===== src/rtl/hcp_pkg.sv =====
package hcp_pkg;

  localparam logic [7:0] ESC_BYTE  = 8'h1B;
  localparam logic [7:0] RSP_HDR   = 8'h80;
  localparam logic [7:0] OP_INIT   = 8'hA0;
  localparam logic [7:0] OP_READY  = 8'hA1;
  localparam logic [7:0] OP_BEAT   = 8'hA2;
  localparam logic [7:0] OP_RESEND = 8'hA5;
  localparam logic [7:0] OP_MODE   = 8'hA7;
  localparam logic [7:0] OP_DATA   = 8'hA8;
  localparam logic [7:0] OP_WAKE   = 8'hA9;
  localparam logic [7:0] OP_IDENT  = 8'hF2;

  typedef enum logic [1:0] {
    GPIO_IN  = 2'd0,
    GPIO_OUT = 2'd1,
    GPIO_SW  = 2'd2,
    GPIO_LED = 2'd3
  } gpio_mode_e;

  // control -> datapath strobes
  typedef struct packed {
    logic       payWr;
    logic [7:0] payIdx;
    logic [7:0] payByte;
    logic       exec;
    logic       resend;
    logic [7:0] opcode;
  } hcp_strobe_t;

  function automatic logic [7:0] foldCks(input logic [7:0] x);
    return x[7] ? (x ^ 8'hC0) : x;
  endfunction

  function automatic logic opKnown(input logic [7:0] op);
    return (op == OP_INIT) || (op == OP_READY) || (op == OP_BEAT) ||
           (op == OP_RESEND) || (op == OP_MODE) || (op == OP_DATA) ||
           (op == OP_WAKE) || (op == OP_IDENT);
  endfunction

  function automatic int payLen(input logic [7:0] op, input int maskBytes);
    if (op == OP_WAKE) return maskBytes;
    if (op == OP_MODE || op == OP_DATA) return 2;
    return 0;
  endfunction

endpackage


===== src/rtl/hcp_ctrl.sv =====
module hcp_ctrl
  import hcp_pkg::*;
#(
  parameter int MinGap    = 8,
  parameter int MaxGap    = 100,
  parameter int MaskBytes = 15
) (
  input  logic        clk,
  input  logic        rstN,
  input  logic        rxValid,
  input  logic [7:0]  rxByte,
  output hcp_strobe_t stb
);

  localparam int CntW = $clog2(MaxGap + 2);
  localparam logic [CntW-1:0] StaleVal = CntW'(MaxGap + 1);
  localparam logic [CntW-1:0] MinVal   = CntW'(MinGap);

  typedef enum logic [2:0] {S_IDLE, S_OPC, S_PAY, S_CKS, S_DROP} pstate_e;

  pstate_e        state, effState, nextState;
  logic [CntW-1:0] gapCnt;
  logic [7:0]     acc, opcode, payIdx, payLast;
  logic           stale, early;

  assign stale    = (gapCnt == StaleVal);
  assign early    = (gapCnt < MinVal);
  assign effState = (state != S_IDLE && stale) ? S_IDLE : state;

  always_comb begin
    nextState   = effState;
    stb         = '0;
    stb.opcode  = opcode;
    stb.payIdx  = payIdx;
    stb.payByte = rxByte;
    if (rxValid) begin
      unique case (effState)
        S_IDLE: if (rxByte == ESC_BYTE) nextState = S_OPC;
        S_OPC: begin
          if (early || !opKnown(rxByte)) begin
            stb.resend = 1'b1;
            nextState  = S_DROP;
          end else if (payLen(rxByte, MaskBytes) == 0) begin
            nextState = S_CKS;
          end else begin
            nextState = S_PAY;
          end
        end
        S_PAY: begin
          if (early) begin
            stb.resend = 1'b1;
            nextState  = S_DROP;
          end else begin
            stb.payWr = 1'b1;
            if (payIdx == payLast) nextState = S_CKS;
          end
        end
        S_CKS: begin
          if (!early && rxByte == foldCks(acc)) stb.exec = 1'b1;
          else stb.resend = 1'b1;
          nextState = S_IDLE;
        end
        default: nextState = S_DROP;
      endcase
    end
  end

  always_ff @(posedge clk) begin
    if (!rstN) begin
      state   <= S_IDLE;
      gapCnt  <= StaleVal;
      acc     <= '0;
      opcode  <= '0;
      payIdx  <= '0;
      payLast <= '0;
    end else begin
      state <= nextState;
      if (rxValid) gapCnt <= CntW'(1);
      else if (!stale) gapCnt <= gapCnt + CntW'(1);
      if (rxValid) begin
        if (effState == S_IDLE) acc <= rxByte;
        else if (effState == S_OPC || effState == S_PAY) acc <= acc ^ rxByte;
        if (effState == S_OPC) begin
          opcode  <= rxByte;
          payIdx  <= '0;
          payLast <= 8'(payLen(rxByte, MaskBytes) - 1);
        end
        if (stb.payWr) payIdx <= payIdx + 8'd1;
      end
    end
  end

  // an open packet left silent past the limit falls back to idle
  assert_timeout_idle_R11: assert property (@(posedge clk) disable iff (!rstN)
    (state != S_IDLE && stale && !rxValid) |=> (state == S_IDLE));

  // a packet is never both run and rejected
  assert_exec_excl_resend_R2: assert property (@(posedge clk) disable iff (!rstN)
    !(stb.exec && stb.resend));

endmodule


===== src/rtl/hcp_dpath.sv =====
module hcp_dpath
  import hcp_pkg::*;
#(
  parameter int MaskBytes = 15,
  localparam int IdxW     = $clog2(MaskBytes)
) (
  input  logic            clk,
  input  logic            rstN,
  input  hcp_strobe_t     stb,
  input  logic            gpioIn,
  input  logic            txReady,
  output logic            txValid,
  output logic [7:0]      txByte,
  output logic            clearBufs,
  output logic            keyTxEnable,
  output logic            heartbeatReq,
  output logic            idReq,
  output logic            hostResendReq,
  output logic            wakeWrEn,
  output logic [IdxW-1:0] wakeWrIdx,
  output logic [7:0]      wakeWrData,
  output logic [1:0]      gpioMode,
  output logic            gpioOut,
  output logic            gpioOe
);

  localparam logic [IdxW-1:0] WakeLast = IdxW'(MaskBytes - 1);

  logic [7:0]      payBuf [MaskBytes];
  gpio_mode_e      mode;
  logic            level, pinLevel;
  logic            wkActive;
  logic [IdxW-1:0] wkCnt;
  logic [7:0]      rspBuf [5];
  logic [2:0]      rspIdx, rspLast;
  logic            rspBusy;
  logic            reqGo, reqShort;
  logic [7:0]      reqOp, reqVal;
  logic            ioZero;

  assign pinLevel = (mode == GPIO_OUT) ? level : gpioIn;
  assign ioZero   = (payBuf[0] == 8'h00);

  // payload capture
  always_ff @(posedge clk) begin
    for (int i = 0; i < MaskBytes; i++)
      if (stb.payWr && stb.payIdx == 8'(i)) payBuf[i] <= stb.payByte;
  end

  // response request decode
  always_comb begin
    reqGo = 1'b0; reqShort = 1'b0; reqOp = '0; reqVal = '0;
    if (stb.resend) begin
      reqGo = 1'b1; reqShort = 1'b1;
    end else if (stb.exec && ioZero) begin
      if (stb.opcode == OP_MODE && payBuf[1] == 8'd4) begin
        reqGo = 1'b1; reqOp = OP_MODE; reqVal = {6'd0, mode};
      end else if (stb.opcode == OP_DATA && payBuf[1] == 8'd2) begin
        reqGo = 1'b1; reqOp = OP_DATA; reqVal = {7'd0, pinLevel};
      end
    end
  end

  // command execution
  always_ff @(posedge clk) begin
    if (!rstN) begin
      clearBufs <= 1'b0; keyTxEnable <= 1'b0; heartbeatReq <= 1'b0;
      idReq <= 1'b0; hostResendReq <= 1'b0;
      mode <= GPIO_IN; level <= 1'b0;
      wkActive <= 1'b0; wkCnt <= '0;
    end else begin
      clearBufs <= 1'b0; keyTxEnable <= 1'b0; heartbeatReq <= 1'b0;
      idReq <= 1'b0; hostResendReq <= 1'b0;
      if (wkActive) begin
        if (wkCnt == WakeLast) wkActive <= 1'b0;
        wkCnt <= wkCnt + IdxW'(1);
      end
      if (stb.exec) begin
        unique case (stb.opcode)
          OP_INIT: begin
            clearBufs <= 1'b1; mode <= GPIO_IN; level <= 1'b0;
          end
          OP_READY:  keyTxEnable   <= 1'b1;
          OP_BEAT:   heartbeatReq  <= 1'b1;
          OP_IDENT:  idReq         <= 1'b1;
          OP_RESEND: hostResendReq <= 1'b1;
          OP_MODE: if (ioZero && payBuf[1] < 8'd4) begin
            mode <= gpio_mode_e'(payBuf[1][1:0]);
            if (payBuf[1][1:0] != GPIO_OUT || mode != GPIO_OUT) level <= 1'b0;
          end
          OP_DATA: if (ioZero && payBuf[1] < 8'd2 && mode == GPIO_OUT)
            level <= payBuf[1][0];
          OP_WAKE: begin
            wkActive <= 1'b1; wkCnt <= '0;
          end
          default: ;
        endcase
      end
    end
  end

  // response sequencer: a request arriving while busy is dropped
  always_ff @(posedge clk) begin
    if (!rstN) begin
      rspBusy <= 1'b0; rspIdx <= '0; rspLast <= '0;
      for (int i = 0; i < 5; i++) rspBuf[i] <= '0;
    end else if (!rspBusy && reqGo) begin
      rspBusy   <= 1'b1;
      rspIdx    <= '0;
      rspBuf[0] <= RSP_HDR;
      if (reqShort) begin
        rspBuf[1] <= OP_RESEND;
        rspBuf[2] <= foldCks(RSP_HDR ^ OP_RESEND);
        rspLast   <= 3'd2;
      end else begin
        rspBuf[1] <= reqOp;
        rspBuf[2] <= 8'h00;
        rspBuf[3] <= reqVal;
        rspBuf[4] <= foldCks(RSP_HDR ^ reqOp ^ reqVal);
        rspLast   <= 3'd4;
      end
    end else if (rspBusy && txReady) begin
      if (rspIdx == rspLast) rspBusy <= 1'b0;
      else rspIdx <= rspIdx + 3'd1;
    end
  end

  assign txValid    = rspBusy;
  assign txByte     = rspBuf[rspIdx];
  assign wakeWrEn   = wkActive;
  assign wakeWrIdx  = wkCnt;
  assign wakeWrData = payBuf[wkCnt];
  assign gpioMode   = mode;
  assign gpioOut    = level;
  assign gpioOe     = (mode == GPIO_OUT);

  assert_pulses_exclusive_R4: assert property (@(posedge clk) disable iff (!rstN)
    $onehot0({clearBufs, keyTxEnable, heartbeatReq, idReq, hostResendReq}));

  assert_level_low_off_output_R5: assert property (@(posedge clk) disable iff (!rstN)
    (mode != GPIO_OUT) |-> !level);

  assert_output_entry_low_R5: assert property (@(posedge clk) disable iff (!rstN)
    ($past(mode) != GPIO_OUT && mode == GPIO_OUT) |-> !level);

  assert_tx_hold_R6: assert property (@(posedge clk) disable iff (!rstN)
    (txValid && !txReady) |=> (txValid && $stable(txByte)));

  assert_wake_idx_step_R9: assert property (@(posedge clk) disable iff (!rstN)
    (wakeWrEn && $past(wakeWrEn)) |-> (wakeWrIdx == $past(wakeWrIdx) + IdxW'(1)));

endmodule


===== src/rtl/host_cmd_parser.sv =====
module host_cmd_parser
  import hcp_pkg::*;
#(
  parameter int MinGap    = 8,
  parameter int MaxGap    = 100,
  parameter int MaskBytes = 15,
  localparam int IdxW     = $clog2(MaskBytes)
) (
  input  logic            clk,
  input  logic            rstN,
  input  logic            rxValid,
  input  logic [7:0]      rxByte,
  input  logic            txReady,
  input  logic            gpioIn,
  output logic            txValid,
  output logic [7:0]      txByte,
  output logic            clearBufs,
  output logic            keyTxEnable,
  output logic            heartbeatReq,
  output logic            idReq,
  output logic            hostResendReq,
  output logic            wakeWrEn,
  output logic [IdxW-1:0] wakeWrIdx,
  output logic [7:0]      wakeWrData,
  output logic [1:0]      gpioMode,
  output logic            gpioOut,
  output logic            gpioOe
);

  hcp_strobe_t stb;

  hcp_ctrl #(.MinGap(MinGap), .MaxGap(MaxGap), .MaskBytes(MaskBytes)) u_ctrl (
    .clk(clk), .rstN(rstN), .rxValid(rxValid), .rxByte(rxByte), .stb(stb)
  );

  hcp_dpath #(.MaskBytes(MaskBytes)) u_dpath (
    .clk(clk), .rstN(rstN), .stb(stb), .gpioIn(gpioIn), .txReady(txReady),
    .txValid(txValid), .txByte(txByte), .clearBufs(clearBufs),
    .keyTxEnable(keyTxEnable), .heartbeatReq(heartbeatReq), .idReq(idReq),
    .hostResendReq(hostResendReq), .wakeWrEn(wakeWrEn), .wakeWrIdx(wakeWrIdx),
    .wakeWrData(wakeWrData), .gpioMode(gpioMode), .gpioOut(gpioOut), .gpioOe(gpioOe)
  );

endmodule


===== config.mk =====
export PLATFORM = sky130hd
export DESIGN_NAME = host_cmd_parser
export DESIGN_NICKNAME = d
export VERILOG_FILES = /design/src/rtl/hcp_pkg.sv /design/src/rtl/hcp_ctrl.sv /design/src/rtl/hcp_dpath.sv /design/src/rtl/host_cmd_parser.sv
export SDC_FILE = /design/constraint.sdc
export NUM_CORES = 1
export LEC_CHECK = 0
export ABC_AREA = 1
export BUFFER_PORTS_ARGS = -buffer_cell sky130_fd_sc_hd__buf_4
export CAP_MARGIN = 10
export CORE_UTILIZATION = 66
export DETAILED_ROUTE_END_ITERATION = 10
export HOLD_SLACK_MARGIN = 0.06
export PLACE_DENSITY = 0.85
export SLEW_MARGIN = 30
export SYNTH_ARGS = -nofsm -noshare
export SYNTH_HDL_FRONTEND = slang
export SYNTH_SLANG_ARGS = --single-unit
export TNS_END_PERCENT = 30

===== constraint.sdc =====
create_clock -name clk -period 4 [get_ports clk]
set_input_delay 0.2 -clock clk [delete_from_list [all_inputs] [get_ports clk]]
set_output_delay 0.2 -clock clk [all_outputs]
set_load 0.02 [all_outputs]

==> metrics.txt <==
status=finished clean; CP Class=flip-flop to output pin; Worst path slowest cell=dfxtp_1; R2R cell count=9; Syn Area/Cell=about 9.7 µm²; share of cells above drive strength 1=11.2%; final hold violation count=0; Crit. End Element=output pin; post-synth cell types=43; CP top delay family=flip-flops; number of global-route vias before repair=about 6000; Seq/Total Area, Yosys=60.6%; Setup Viol. Count Final=0; Post-CTS Hold Fix Bufs=0; ys flop type=edfxtp_1; CP Max Fanout=27; Post-synth EDFFs=roughly 130; Synthesis Warnings=0; Max Slew Vio Count=0; Worst setup SP type=flip-flop; PwrDens=slightly above 400 mW/mm²; die area=0.0135 mm²; post-CTS setup buffers=0; Port-buffer cells=between 40 and 50; unrepaired setup endpoints after global routing=no; max-cap viol count=0; min-delay worst type=input pin to flip-flop; average wire per standard cell=18.2 µm; setup TNS=0 ns; Num CTS Buffers=17; Worst Tran Pin Value=0.942 ns; Seq cells post-synth=193; GRT Total Usage=31.1%; crit path launch=u_dpath.wakeWrIdx[1]; mapped cell area=0.00859 mm²; clk root buf=clkbuf_16; post-route minimum period=3.07 ns; CTS Sinks=slightly below 200; CTS clk-pin slew, worst paths=roughly 0.060 ns; GRT overflow=0; first-pass GRT wire length=30700 µm; worst skew pair latency=0.43 ns; antenna violations before repair=0; post-layout net count=936; post-CTS sizing=0; maximum vdd drop=0.000297 V; R2R Setup Slk=1.57 ns; DR vias/cell=between 6 and 7; slew margin rel.=37.0%; critical-path cell list=nand2_1, inv_1, nand2_1, a21oi_1, a311oi_1, o21ai_0, nand2_1, buf_4; Final ANT Viol Nets=0; Pleak=3.53 nW; end point of the critical path=wakeWrData[2]; highest clock rate=325 MHz; post-DP HPWL=around 13000 µm; Setup Skew=0.00650 ns; GP Congestion=just over 0.9; Die Y=116 µm; # DRC=0; maximum cell stage delay along the critical path=0.88 ns; critical path required time=3.80 ns; WP data arrival=2.87 ns; DRT iter0 DRCs=919; row cnt=41; first drt pass iteration count=6; core area=0.0127 mm²; count of buffer and inverter cells on the critical path=2; Antenna diodes=0; most frequent cells in the layout=nand2_1 (158), edfxtp_1 (134), nor2_1 (109); Die Width=116 µm; final hold slack=0.0861 ns; I/O pin cnt=44; Clock Path Buffers=2; asr flop ratio synth=0%; Vias=6616; Reg-to-Reg End=u_dpath.payBuf[14][0]; largest net degree at the start of global routing=65; CTS H-Tree Depth=4; net count after synthesis=903; synthesis-to-layout area growth=11.4%; Critical Path Stages=8; most frequent CP cell=nand2_1; fin crit share=76.8%; worst r2r src=u_ctrl.state[1]; CTS tree=yes; most common cell after layout, fill and taps aside=nand2_1; Mapped Cells=881; Starting Density=approximately two thirds; WL final=20000 µm
[flip-flops by register name, summed over array words and instances (netlist names), 3 cells and up, named ones only]
name,count
u_dpath.payBuf,120
u_dpath.rspBuf,14
u_ctrl.acc,8
u_ctrl.opcode,8
u_ctrl.payIdx,8
u_ctrl.gapCnt,7
u_dpath.wakeWrIdx,4
u_ctrl.payLast,3
u_ctrl.state,3
u_dpath.rspIdx,3
[metrics by stage]
stage	power (mW)	setup slack [ns]	utilization, %	area, µm²	std cells
global route	3.97	0.679	75.5	9570	1099
floorplan	2.26	2.02	-	8590	881
finish	3.89	0.926	75.5	9570	1099
detailed placement	2.31	1.50	71.0	9000	1067
CTS	3.88	1.00	75.5	9570	1099
global placement	2.31	1.62	71.0	9000	1067
[cells in the mapped netlist (2+ instances only)]
cell / count / area share (%)
xnor2_1: 3 / 0.31
nor3_1: 9 / 0.52
nand2_1: 158 / 6.9
o31ai_1: 2 / 0.17
o211ai_1: 3 / 0.26
buf_2: 5 / 0.29
a311oi_1: 3 / 0.31
nor2_1: 109 / 4.8
o21ai_0: 64 / 3.7
nor3b_1: 7 / 0.61
nand2_2: 7 / 0.51
nand3_4: 3 / 0.61
dfxtp_1: 59 / 14
o221ai_1: 10 / 1.0
inv_2: 9 / 0.39
ha_1: 9 / 1.3
nor4_1: 10 / 0.73
nor2_4: 4 / 0.52
inv_1: 86 / 3.8
clkbuf_1: 22 / 0.96
a21oi_1: 41 / 2.4
edfxtp_1: 134 / 47
a211oi_1: 2 / 0.17
xor2_1: 11 / 1.1
nand3_2: 3 / 0.35
nand3_1: 57 / 3.3
o22ai_1: 9 / 0.66
a31oi_1: 3 / 0.22
o2111ai_1: 11 / 1.1
mux2_2: 2 / 0.26
o21ai_1: 2 / 0.12
nor2_2: 2 / 0.15
nand4_1: 12 / 0.87
[where the power goes]
| part | internal, mW | total [mW] | switching (mW) |
|---|---|---|---|
| sequential | 2.15 | 2.15 | 0.00793 |
| clock | 0.922 | 1.61 | 0.691 |
| combinational | 0.0322 | 0.121 | 0.0883 |
| total | 3.10 | 3.89 | 0.787 |
[logic make-up after synthesis]
family / synth area share, %
muxes: 0.262
and+or+nand+nor: 20.2
adders and majority gates: 1.31
other: 0.0437
DFF: 60.6
AOI/OAI and AO/OA: 10.4
xor gates and xnor gates: 1.43
buffers and inverters: 5.73
[worst min-delay path by stage]
stage / startpoint / to / slack [ns] / depth (start not counted)
final: rxValid / u_ctrl.gapCnt[6] / 0.09 / 2
after CTS: rxValid / u_ctrl.gapCnt[6] / 0.08 / 2
after global routing: rxValid / u_ctrl.gapCnt[6] / 0.10 / 2
after global placement: u_ctrl.opcode[3] / u_dpath.hostResendReq / 0.44 / 1
after floorplan: rxByte[0] / u_dpath.payBuf[0][0] / 0.30 / 0
after detailed placement: u_ctrl.opcode[3] / u_dpath.hostResendReq / 0.45 / 1
[metal layers]
layer | vias up | wire (µm) | global-route usage, %
met5 | - | 0 | 0
met4 | 0 | 531 | 13.8
met1 | 3066 | 7750 | 41.9
li1 | 3107 | - | -
met3 | 54 | 1980 | 5.44
met2 | 389 | 9780 | 50.0
[area by class of cell]
class / count / area [µm²]
inverter: 96 / 360
clock buffer: 19 / 443
tap: 172 / 215
fill: 840 / 3110
timing repair buffer: 44 / 330
multi-input combinational: 562 / 2890
sequential: 193 / 5210
clock inverter: 13 / 120
Power figures use the tool's default switching activity.
